--- config.mk ---
export PLATFORM = sky130hd
export DESIGN_NAME = i2cRegBank
export DESIGN_NICKNAME = d
export VERILOG_FILES = /design/src/rtl/i2cRegBankPkg.sv /design/src/rtl/i2cBusCtrl.sv /design/src/rtl/i2cRegData.sv /design/src/rtl/i2cRegBank.sv
export SDC_FILE = /design/constraint.sdc
export NUM_CORES = 1
export LEC_CHECK = 0
export BUFFER_PORTS_ARGS = -buffer_cell sky130_fd_sc_hd__buf_2
export CAP_MARGIN = 10
export CORE_MARGIN = 1.5
export CORE_UTILIZATION = 58
export CTS_BUF_LIST = sky130_fd_sc_hd__clkbuf_2 sky130_fd_sc_hd__clkbuf_4 sky130_fd_sc_hd__clkbuf_8
export DETAILED_ROUTE_END_ITERATION = 8
export GPL_TIMING_DRIVEN = 0
export PLACE_DENSITY = 0.82
export REMOVE_ABC_BUFFERS = 1
export SYNTH_ARGS = -nofsm -noshare
export SYNTH_HDL_FRONTEND = slang
export SYNTH_SLANG_ARGS = --single-unit
export TNS_END_PERCENT = 1
--- constraint.sdc ---
create_clock -name clk -period 4.8 [get_ports clk]
set_input_delay 0.24 -clock clk [delete_from_list [all_inputs] [get_ports clk]]
set_output_delay 0.24 -clock clk [all_outputs]
set_load 0.005 [all_outputs]
--- src/rtl/i2cRegBankPkg.sv ---
package i2cRegBankPkg;
  localparam int BYTE_W = 8;

  typedef enum logic [3:0] {
    ST_IDLE,
    ST_ADDR,
    ST_SUB,
    ST_WDATA,
    ST_ACKWAIT,
    ST_ACKHOLD,
    ST_RDATA,
    ST_RACK,
    ST_SKIP
  } ctrlState_t;

  typedef struct packed {
    logic              subLoad;
    logic              dataWrite;
    logic [BYTE_W-1:0] rxByte;
  } bankStrobe_t;
endpackage

--- src/rtl/i2cBusCtrl.sv ---
module i2cBusCtrl
  import i2cRegBankPkg::*;
#(
  parameter logic [6:0] DEV_ADDR    = 7'h1A,
  parameter int         PTR_W       = 3,
  parameter int         SYNC_STAGES = 2
) (
  input  logic              clk,
  input  logic              rstN,
  input  logic              sclIn,
  input  logic              sdaIn,
  input  logic [BYTE_W-1:0] statusByte,
  output bankStrobe_t       strb,
  output logic              sdaOe
);
  localparam logic [BYTE_W-1:0] HOLD_BASE = 8'hF0;
  localparam int                PRE_W     = BYTE_W - PTR_W;

  logic [SYNC_STAGES-1:0] sclSync, sdaSync;
  logic sclS, sdaS, sclD, sdaD;
  logic sclRise, sclFall, startCond, stopCond;

  always_ff @(posedge clk) begin
    if (!rstN) begin
      sclSync <= '1;
      sdaSync <= '1;
      sclD    <= 1'b1;
      sdaD    <= 1'b1;
    end else begin
      sclSync <= {sclSync[SYNC_STAGES-2:0], sclIn};
      sdaSync <= {sdaSync[SYNC_STAGES-2:0], sdaIn};
      sclD    <= sclS;
      sdaD    <= sdaS;
    end
  end

  assign sclS      = sclSync[SYNC_STAGES-1];
  assign sdaS      = sdaSync[SYNC_STAGES-1];
  assign sclRise   = sclS & ~sclD;
  assign sclFall   = ~sclS & sclD;
  assign startCond = sclS & sclD & sdaD & ~sdaS;
  assign stopCond  = sclS & sclD & ~sdaD & sdaS;

  ctrlState_t        state, afterAck;
  logic [3:0]        bitCnt;
  logic [BYTE_W-1:0] rxShift, txShift;
  logic [BYTE_W-1:0] rxNext;
  logic              ctrlAck;
  logic              subValid;

  assign rxNext   = {rxShift[BYTE_W-2:0], sdaS};
  assign subValid = (rxNext[BYTE_W-1:PTR_W] == '0) ||
                    (rxNext[BYTE_W-1:PTR_W] == HOLD_BASE[BYTE_W-1:PTR_W]);

  always_ff @(posedge clk) begin
    if (!rstN) begin
      state    <= ST_IDLE;
      afterAck <= ST_IDLE;
      bitCnt   <= '0;
      rxShift  <= '0;
      txShift  <= '0;
      ctrlAck  <= 1'b0;
      sdaOe    <= 1'b0;
      strb     <= '0;
    end else begin
      strb <= '0;
      if (startCond) begin
        state  <= ST_ADDR;
        bitCnt <= '0;
        sdaOe  <= 1'b0;
      end else if (stopCond) begin
        state <= ST_IDLE;
        sdaOe <= 1'b0;
      end else begin
        unique case (state)
          ST_ADDR, ST_SUB, ST_WDATA: begin
            if (sclRise) begin
              rxShift <= rxNext;
              bitCnt  <= bitCnt + 4'd1;
              if (bitCnt == 4'd7) begin
                bitCnt <= '0;
                if (state == ST_ADDR) begin
                  if (rxNext[BYTE_W-1:1] == DEV_ADDR) begin
                    state    <= ST_ACKWAIT;
                    afterAck <= rxNext[0] ? ST_RDATA : ST_SUB;
                  end else begin
                    state <= ST_IDLE;
                  end
                end else if (state == ST_SUB) begin
                  if (subValid) begin
                    strb.subLoad <= 1'b1;
                    strb.rxByte  <= rxNext;
                    state        <= ST_ACKWAIT;
                    afterAck     <= ST_WDATA;
                  end else begin
                    state <= ST_SKIP;
                  end
                end else begin
                  strb.dataWrite <= 1'b1;
                  strb.rxByte    <= rxNext;
                  state          <= ST_ACKWAIT;
                  afterAck       <= ST_WDATA;
                end
              end
            end
          end
          ST_ACKWAIT: begin
            if (sclFall) begin
              sdaOe <= 1'b1;
              state <= ST_ACKHOLD;
            end
          end
          ST_ACKHOLD: begin
            if (sclFall) begin
              state  <= afterAck;
              bitCnt <= '0;
              if (afterAck == ST_RDATA) begin
                sdaOe   <= ~statusByte[BYTE_W-1];
                txShift <= {statusByte[BYTE_W-2:0], 1'b0};
              end else begin
                sdaOe <= 1'b0;
              end
            end
          end
          ST_RDATA: begin
            if (sclRise) begin
              bitCnt <= bitCnt + 4'd1;
            end else if (sclFall) begin
              if (bitCnt == 4'd8) begin
                sdaOe  <= 1'b0;
                bitCnt <= '0;
                state  <= ST_RACK;
              end else begin
                sdaOe   <= ~txShift[BYTE_W-1];
                txShift <= {txShift[BYTE_W-2:0], 1'b0};
              end
            end
          end
          ST_RACK: begin
            if (sclRise) begin
              ctrlAck <= ~sdaS;
            end else if (sclFall) begin
              if (ctrlAck) begin
                state   <= ST_RDATA;
                bitCnt  <= '0;
                sdaOe   <= ~statusByte[BYTE_W-1];
                txShift <= {statusByte[BYTE_W-2:0], 1'b0};
              end else begin
                state <= ST_SKIP;
              end
            end
          end
          default: ;
        endcase
      end
    end
  end
endmodule

--- src/rtl/i2cRegData.sv ---
module i2cRegData
  import i2cRegBankPkg::*;
#(
  parameter int                            REG_COUNT    = 8,
  parameter logic [REG_COUNT*BYTE_W-1:0]   RESET_VALUES = '0,
  parameter int                            FLAG_REG     = 7,
  parameter int                            FLAG_BIT     = 7
) (
  input  logic                          clk,
  input  logic                          rstN,
  input  bankStrobe_t                   strb,
  output logic [REG_COUNT*BYTE_W-1:0]   regFlat,
  output logic                          porFlag,
  output logic [BYTE_W-1:0]             statusByte
);
  localparam int                PTR_W     = $clog2(REG_COUNT);
  localparam logic [BYTE_W-1:0] FLAG_MASK = BYTE_W'(1) << FLAG_BIT;

  logic [PTR_W-1:0] ptr;
  logic             incOn;

  always_ff @(posedge clk) begin
    if (!rstN) begin
      ptr   <= '0;
      incOn <= 1'b1;
    end else if (strb.subLoad) begin
      ptr   <= strb.rxByte[PTR_W-1:0];
      incOn <= ~strb.rxByte[BYTE_W-1];
    end else if (strb.dataWrite && incOn) begin
      ptr <= ptr + 1'b1;
    end
  end

  for (genvar g = 0; g < REG_COUNT; g++) begin : g_reg
    logic [BYTE_W-1:0] regQ;
    logic [BYTE_W-1:0] wrVal;
    if (g == FLAG_REG) begin : g_masked
      assign wrVal = strb.rxByte & ~FLAG_MASK;
    end else begin : g_plain
      assign wrVal = strb.rxByte;
    end
    always_ff @(posedge clk) begin
      if (!rstN) begin
        regQ <= RESET_VALUES[g*BYTE_W +: BYTE_W];
      end else if (strb.dataWrite && (ptr == PTR_W'(g))) begin
        regQ <= wrVal;
      end
    end
    assign regFlat[g*BYTE_W +: BYTE_W] = regQ;
  end

  always_ff @(posedge clk) begin
    if (!rstN) begin
      porFlag <= 1'b1;
    end else if (strb.dataWrite && (ptr == PTR_W'(FLAG_REG)) && strb.rxByte[FLAG_BIT]) begin
      porFlag <= 1'b0;
    end
  end

  assign statusByte = {porFlag, {(BYTE_W-1){1'b0}}};
endmodule

--- src/rtl/i2cRegBank.sv ---
module i2cRegBank
  import i2cRegBankPkg::*;
#(
  parameter int                          REG_COUNT    = 8,
  parameter logic [6:0]                  DEV_ADDR     = 7'h1A,
  parameter logic [REG_COUNT*BYTE_W-1:0] RESET_VALUES = 64'h0060_1F00_0000_0000
) (
  input  logic                        clk,
  input  logic                        rstN,
  input  logic                        sclIn,
  input  logic                        sdaIn,
  output logic                        sdaOe,
  output logic [REG_COUNT*BYTE_W-1:0] regFlat,
  output logic                        porFlag
);
  localparam int PTR_W = $clog2(REG_COUNT);

  bankStrobe_t       strb;
  logic [BYTE_W-1:0] statusByte;

  i2cBusCtrl #(
    .DEV_ADDR   (DEV_ADDR),
    .PTR_W      (PTR_W),
    .SYNC_STAGES(2)
  ) u_ctrl (
    .clk       (clk),
    .rstN      (rstN),
    .sclIn     (sclIn),
    .sdaIn     (sdaIn),
    .statusByte(statusByte),
    .strb      (strb),
    .sdaOe     (sdaOe)
  );

  i2cRegData #(
    .REG_COUNT   (REG_COUNT),
    .RESET_VALUES(RESET_VALUES),
    .FLAG_REG    (REG_COUNT-1),
    .FLAG_BIT    (BYTE_W-1)
  ) u_data (
    .clk       (clk),
    .rstN      (rstN),
    .strb      (strb),
    .regFlat   (regFlat),
    .porFlag   (porFlag),
    .statusByte(statusByte)
  );
endmodule

# After elaboration in Yosys (flattened, before gate mapping)
# Index checks and enable logic that the tools add are counted.
word_totals:
  elab_cells: 182
  input_bits: 4
  register_bits: 113
classes:
  n_reduce_logical: 32
  eq_ne: 44
  n_addsub: 2
  mux: 57
  n_bitwise: 21
ops:
  columns: ["operator", "count"]
  rows:
  - ["$mux W4", 26]
  - ["$mux W8", 10]
  - ["$ne A4 B1 Y1 const B", 7]
  - ["$eq A4 B3 Y1 const B", 6]
  - ["$pmux W8 S3", 1]
  - ["$pmux W4 S5", 1]
  - ["$reduce_and A10 Y1", 2]
  - ["$ne A2 B1 Y1 const B", 9]
  - ["$pmux W4 S4", 1]
  - ["$not A1 Y1", 14]
  - ["$mux W1", 13]
  - ["$eq A3 B3 Y1 const B", 4]
  - ["$mux W3", 4]
  - ["$reduce_and A11 Y1", 1]
  - ["$logic_and A1 B1 Y1", 10]
  - ["$ne A3 B1 Y1 const B", 3]
  - ["$reduce_and A9 Y1", 1]
  - ["$eq A4 B2 Y1 const B", 2]
  - ["$ne A2 B2 Y1 const B", 4]
  - ["$ne A4 B4 Y1 const B", 2]
  - ["$reduce_and A4 Y1", 2]
  - ["$reduce_and A8 Y1", 1]
  - ["$reduce_bool A4 Y1", 2]
  - ["$reduce_or A8 Y1", 1]
  - ["21 further kinds", 29]

# Logic depth before layout (Yosys ltp)
logic_depth:
  ltp_word: 10
  ltp_mapped: 7

# By module
# A second synthesis with hierarchy kept.
unflattened:
  cells_unflattened: 545
  area_unflattened_um2: 5012.3
modules_own_cells:
  columns: ["module", "area_each_um2", "seq_area_each_um2", "n_inst", "cells_per_inst"]
  rows:
  - ["i2cRegData", 2859.0, 1361.3, 1, 298]
  - ["i2cBusCtrl", 2153.3, 860.8, 1, 247]

# Least setup slack after synthesis
# OpenSTA, ideal clock, no wires.
synth_timing:
  kind: "flip-flop to flip-flop"
  startpoint: "reg u_ctrl.sclD"
  endpoint: "reg u_ctrl.strb[0] (netlist name)"
  n_path_buf: 1
  synth_period_minus_slack_ns: 1.924
  setup_time_ns: 0.059
  path_slack_ns: 2.876
  path_stages_with_launch: 7
  arrival_ns: 1.865
  required_time_ns: 4.741
  cell_sequence: "dfxtp_1 and2b_2 or4b_1 buf_4 or3_4 a21oi_4 and2_1"
synth_via:
  elab_chain_len: 4
  word_cells_on_any_way: 9
synth_lines:
  columns: ["item", "line_no", "text"]
  rows:
  - ["from (decl)", "i2cBusCtrl.sv:20", "logic sclS, sdaS, sclD, sdaD;"]
  - ["from (signal assigned)", "i2cBusCtrl.sv:32", "sclD <= sclS;"]
  - ["$and A1 B1 Y1 or $not A1 Y1 (tied branches)", "i2cBusCtrl.sv:41, i2cBusCtrl.sv:42, i2cBusCtrl.sv:39", null]
  - ["$and A1 B1 Y1, on equally long branches", "i2cBusCtrl.sv:42, i2cBusCtrl.sv:39, i2cBusCtrl.sv:41", null]
  - ["$and A1 B1 Y1, or another cell as far along", "i2cBusCtrl.sv:42", "assign stopCond = sclS & sclD & ~sdaD & sdaS;"]
  - ["$reduce_or A7 Y1 (no line) *", null, null]
# Every way passes the cells marked *; elsewhere a longest branch is shown, timed or not.
# A chain may end at the register's enable or synchronous reset.

# Worst setup path in the final report
layout_timing:
  startpoint: "reg u_ctrl.strb[8] (netlist name)"
  endpoint: "reg u_data.g_reg[1].regQ[5]"
layout_via:
  elab_chain_len: 1
layout_lines:
  columns: ["item", "line_no", "text"]
  rows:
  - ["$logic_and A1 B1 Y1", "i2cRegData.sv:45", "end else if (strb.dataWrite && (ptr == PTR_W'(g))) begin"]
  - ["to (signal assigned)", "i2cRegData.sv:44", "regQ <= RESET_VALUES[g*BYTE_W +: BYTE_W];"]
  - ["to (signal assigned)", "i2cRegData.sv:46", "regQ <= wrVal;"]
  - ["to (decl)", "i2cRegData.sv:35", "logic [BYTE_W-1:0] regQ;"]
# No other way between the ends.

==> results.py <==
metrics = {
    "outcome": {
        "status": "completed",
    },
    "timing": {
        "slew_headroom_pct": 35.11,
        "tns_ns": 0,
        "period_share_pct": 52.61,
        "rsz0062_at_grt": "no",
        "setup_violations": 0,
        "fin_crit_ns": 2.525,
        "hold_viol_final": 0,
        "fmax_mhz": 396.0,
        "skew_ns": 0.007474,
        "finalMaxSlewViolations": 0,
        "tightest_slew_ns": 0.9645,
    },
    "power_and_ir_drop": {
        "power.density_nw_per_um2": 300.7,
        "power.leakage_nw": 2.024,
        "irDropWorstVdd_mv": 0.1595,
        "power.total_mw": 1.472,
    },
    "critical_path": {
        "rr_endpoint": "u_data.g_reg[1].regQ[5]$_SDFFE_PN0P_",
        "worstSetupStartpointType": "register",
        "endpoint_kind": "register",
        "reg2reg_slack_ns": 2.27,
        "slowest_stage": "nor2b_2",
        "crit_type": "reg2reg",
        "crit_arrival_ns": 2.78,
        "cpPeakStageDelay_ns": 0.92,
        "critPathMostFrequentCell": "nand2_1",
        "ff2ff_path_depth": 4,
        "worstPathCellList": "nor2b_2 > nand2_1 > nand2_1 > a21boi_0",
        "crit_required_ns": 5.05,
        "path_max_fanout": 27,
        "reg2reg_from": "u_ctrl.strb[8]$_SDFF_PP0_",
    },
    "synthesis": {
        "syn_area_um2": 4340,
        "synthFlopType": "dfxtp_1",
        "synthCells": 498,
        "synth-seq-area-share_pct": 47.97,
        "yosys_warnings": 0,
        "avgSynthCellArea_um2": 8.716,
        "synth_compound_area_share_pct": 14.90,
        "synth_edf_count": 0,
        "yosys.area_share.simple_pct": 26.12,
        "synth_top_family_by_area": "simple AND/OR/NAND/NOR gates",
        "synthXorXnorAreaFrac_pct": 0.4036,
        "synthMuxAreaShare_pct": 4.151,
        "synth_cell_types": 46,
        "synth-seq-cells": 104,
        "async_flop_share_pct": 0,
        "synthAdderAreaFrac_pct": 2.306,
    },
    "cts": {
        "clk_path_buf_depth": 2,
        "clk_latency_ns": 0.37,
        "ctsHoldBuffers": 0,
        "root_buffer": "clkbuf_8",
        "cts.sinks": 104,
        "cts_tree": "built",
        "cts_made_buffers": 9,
        "h-tree-depth": 3,
        "cts-resized-gates": 0,
        "cts_setup_buffers": 0,
        "clkTransAtPathRegs_ns": 0.10,
    },
    "floorplanning": {
        "num_rows": 31,
        "initial_utilization_pct": 59.84,
        "io_pins": 70,
        "die_width_um": 89.51,
        "dieArea_um2": 8011,
        "placeableCoreArea_um2": 7253,
        "die-height_um": 89.51,
    },
    "global_routing": {
        "gr-total-overflow": 0,
        "first_global_vias": 3056,
        "grtUsageTotal_pct": 23.76,
        "antenna_found_initial": 0,
        "grt_max_degree": 92,
        "grt_first_pass_wirelength_um": 14480,
    },
    "layout": {
        "layout.cells.non_filler": 645,
        "seqCellArea_um2": 2082,
        "multi_input_area_um2": 2085,
        "fin_nets": 553,
        "utilization_pct": 67.47,
        "diodes": 0,
        "area_growth_pct": 12.74,
        "nFillCells": 622,
        "final_layout_size_suffix_gt1_share_pct": 17.40,
    },
    "min_path": {
        "hold_path_class": "in2reg",
        "min_from": "sclIn",
        "holdPathEnd": "u_ctrl.sclSync[0]$_SDFF_PN1_",
        "hold_depth": 2,
    },
    "drt": {
        "drtIter0Drc": 150,
        "drc_errors": 0,
        "drtAntennaViolNets": 0,
        "via_count": 3466,
        "viasPerCell": 5.374,
        "wirelength_um": 9000,
        "wl_per_cell_um": 13.95,
        "firstDrtPassIters": 4,
    },
    "place": {
        "place_inst": 628,
        "dpl.hpwl_um": 5963,
        "port_buffers": 68,
        "gp_congestion": 0.8085,
    },
    "job": {
        "drv_cap": 0,
    },
}
kinds of logic after synthesis:
logic type | Yosys count
and+or+nand+nor | 230
other | 1
muxes | 18
adders and majority gates | 8
xor gates and xnor gates | 2
DFF | 104
AOI/OAI and AO/OA | 90
buffers and inverters | 45
critical path, delay by kind of cell (launching register included):
kind	cells	cell delay [ns]
flops	1	0.85
simple gates	3	1.45
compound gates	1	0.10
layout by cell type (no fill, tap or decap), drive strengths merged, types with 2 or more instances in the layout:
master and n:
dfxtp 104, nand2 96, buf 69, nand3 54, a21boi 50, nor2b 21, mux2i 18, nor2 13
o21ai 12, and2 11, nand2b 10, clkbuf 10, a21oi 10, inv 10, ha 8, a31oi 4
and3 3, nand3b 3, o211ai 3, or4b 3, nor3 2, or2 2, nand4b 2, or4 2
a21o 2, xnor2 2, a211oi 2, clkinv 2, or3 2, a2111oi 2
metal layers:
layer  vias to the layer above  GRT usage (%)  routed length [um]
li1                       1765              -                   -
met1                      1614          29.43                3936
met2                        73          41.08                4557
met3                        14          4.801                 395
met4                         0          8.392                 110
met5                         -              0                   0
layout make-up:
| class | instances | share of cell area [%] |
|---|---|---|
| multi-input combinational | 349 | 42.60 |
| sequential | 104 | 42.55 |
| timing repair buffer | 69 | 7.364 |
| clock buffer | 10 | 2.813 |
| tap | 99 | 2.531 |
| clock inverter | 6 | 1.534 |
| inverter | 8 | 0.6137 |
registers in the layout, indices dropped and copies added, names as in the netlist:
register	flops
u_ctrl.afterAck	3
u_ctrl.bitCnt	4
u_ctrl.ctrlAck	1
u_ctrl.rxShift	7
u_ctrl.sclD	1
u_ctrl.sclSync	2
u_ctrl.sdaD	1
u_ctrl.sdaOe	1
u_ctrl.sdaSync	2
u_ctrl.state	4
u_ctrl.strb	10
u_data.g.regQ	63
u_data.incOn	1
u_data.porFlag	1
u_data.ptr	3
Yosys cell counts, types with 8 or more instances:
master / n / area, um^2
and2_1: 11 / 68.82
a21boi_0: 50 / 375.4
nand3_1: 54 / 270.3
clkbuf_1: 33 / 123.9
nand2b_1: 10 / 62.56
nor2_1: 13 / 48.80
mux2i_1: 18 / 180.2
dfxtp_1: 104 / 2082
ha_1: 8 / 100.1
inv_1: 8 / 30.03
a21oi_1: 9 / 45.04
nand2_1: 96 / 360.4
o21ai_0: 12 / 60.06
nor2b_1: 21 / 131.4
metrics by stage:
step / worst slack, ns / instance area (um^2) / hold slack (ns)
after CTS: 2.312 / 4873 / 0.03219
after global placement: 1.814 / 4658 / 0.3899
final: 2.275 / 4893 / 0.04110
after floorplan: 2.482 / 4194 / 0.3019
after detailed placement: 2.326 / 4661 / 0.3944
after global routing: 2.039 / 4893 / 0.03539
power breakdown:
| part | leakage, nW | internal, mW | switching, mW |
|---|---|---|---|
| Combinational | 1.08 | 0.0142 | 0.0153 |
| Sequential | 0.839 | 0.865 | 0.00332 |
| Clock | 0.105 | 0.263 | 0.312 |
| Total | 2.02 | 1.14 | 0.330 |
worst max path at each step:
stage / startpoint / end / slack, ns / cells past startpoint
floorplan: u_ctrl.strb[8]$_SDFF_PP0_ / u_data.g_reg[0].regQ[0]$_SDFFE_PN0P_ / 2.48 / 4
global placement: u_ctrl.strb[8]$_SDFF_PP0_ / u_data.g_reg[2].regQ[2]$_SDFFE_PN0P_ / 1.81 / 4
detailed placement: u_ctrl.strb[8]$_SDFF_PP0_ / u_data.g_reg[1].regQ[5]$_SDFFE_PN0P_ / 2.33 / 4
CTS: u_ctrl.strb[8]$_SDFF_PP0_ / u_data.g_reg[1].regQ[5]$_SDFFE_PN0P_ / 2.31 / 4
global route: u_ctrl.strb[8]$_SDFF_PP0_ / u_data.g_reg[0].regQ[5]$_SDFFE_PN0P_ / 2.04 / 4
finish: u_ctrl.strb[8]$_SDFF_PP0_ / u_data.g_reg[1].regQ[5]$_SDFFE_PN0P_ / 2.27 / 4
Power figures use the tool's default switching activity.
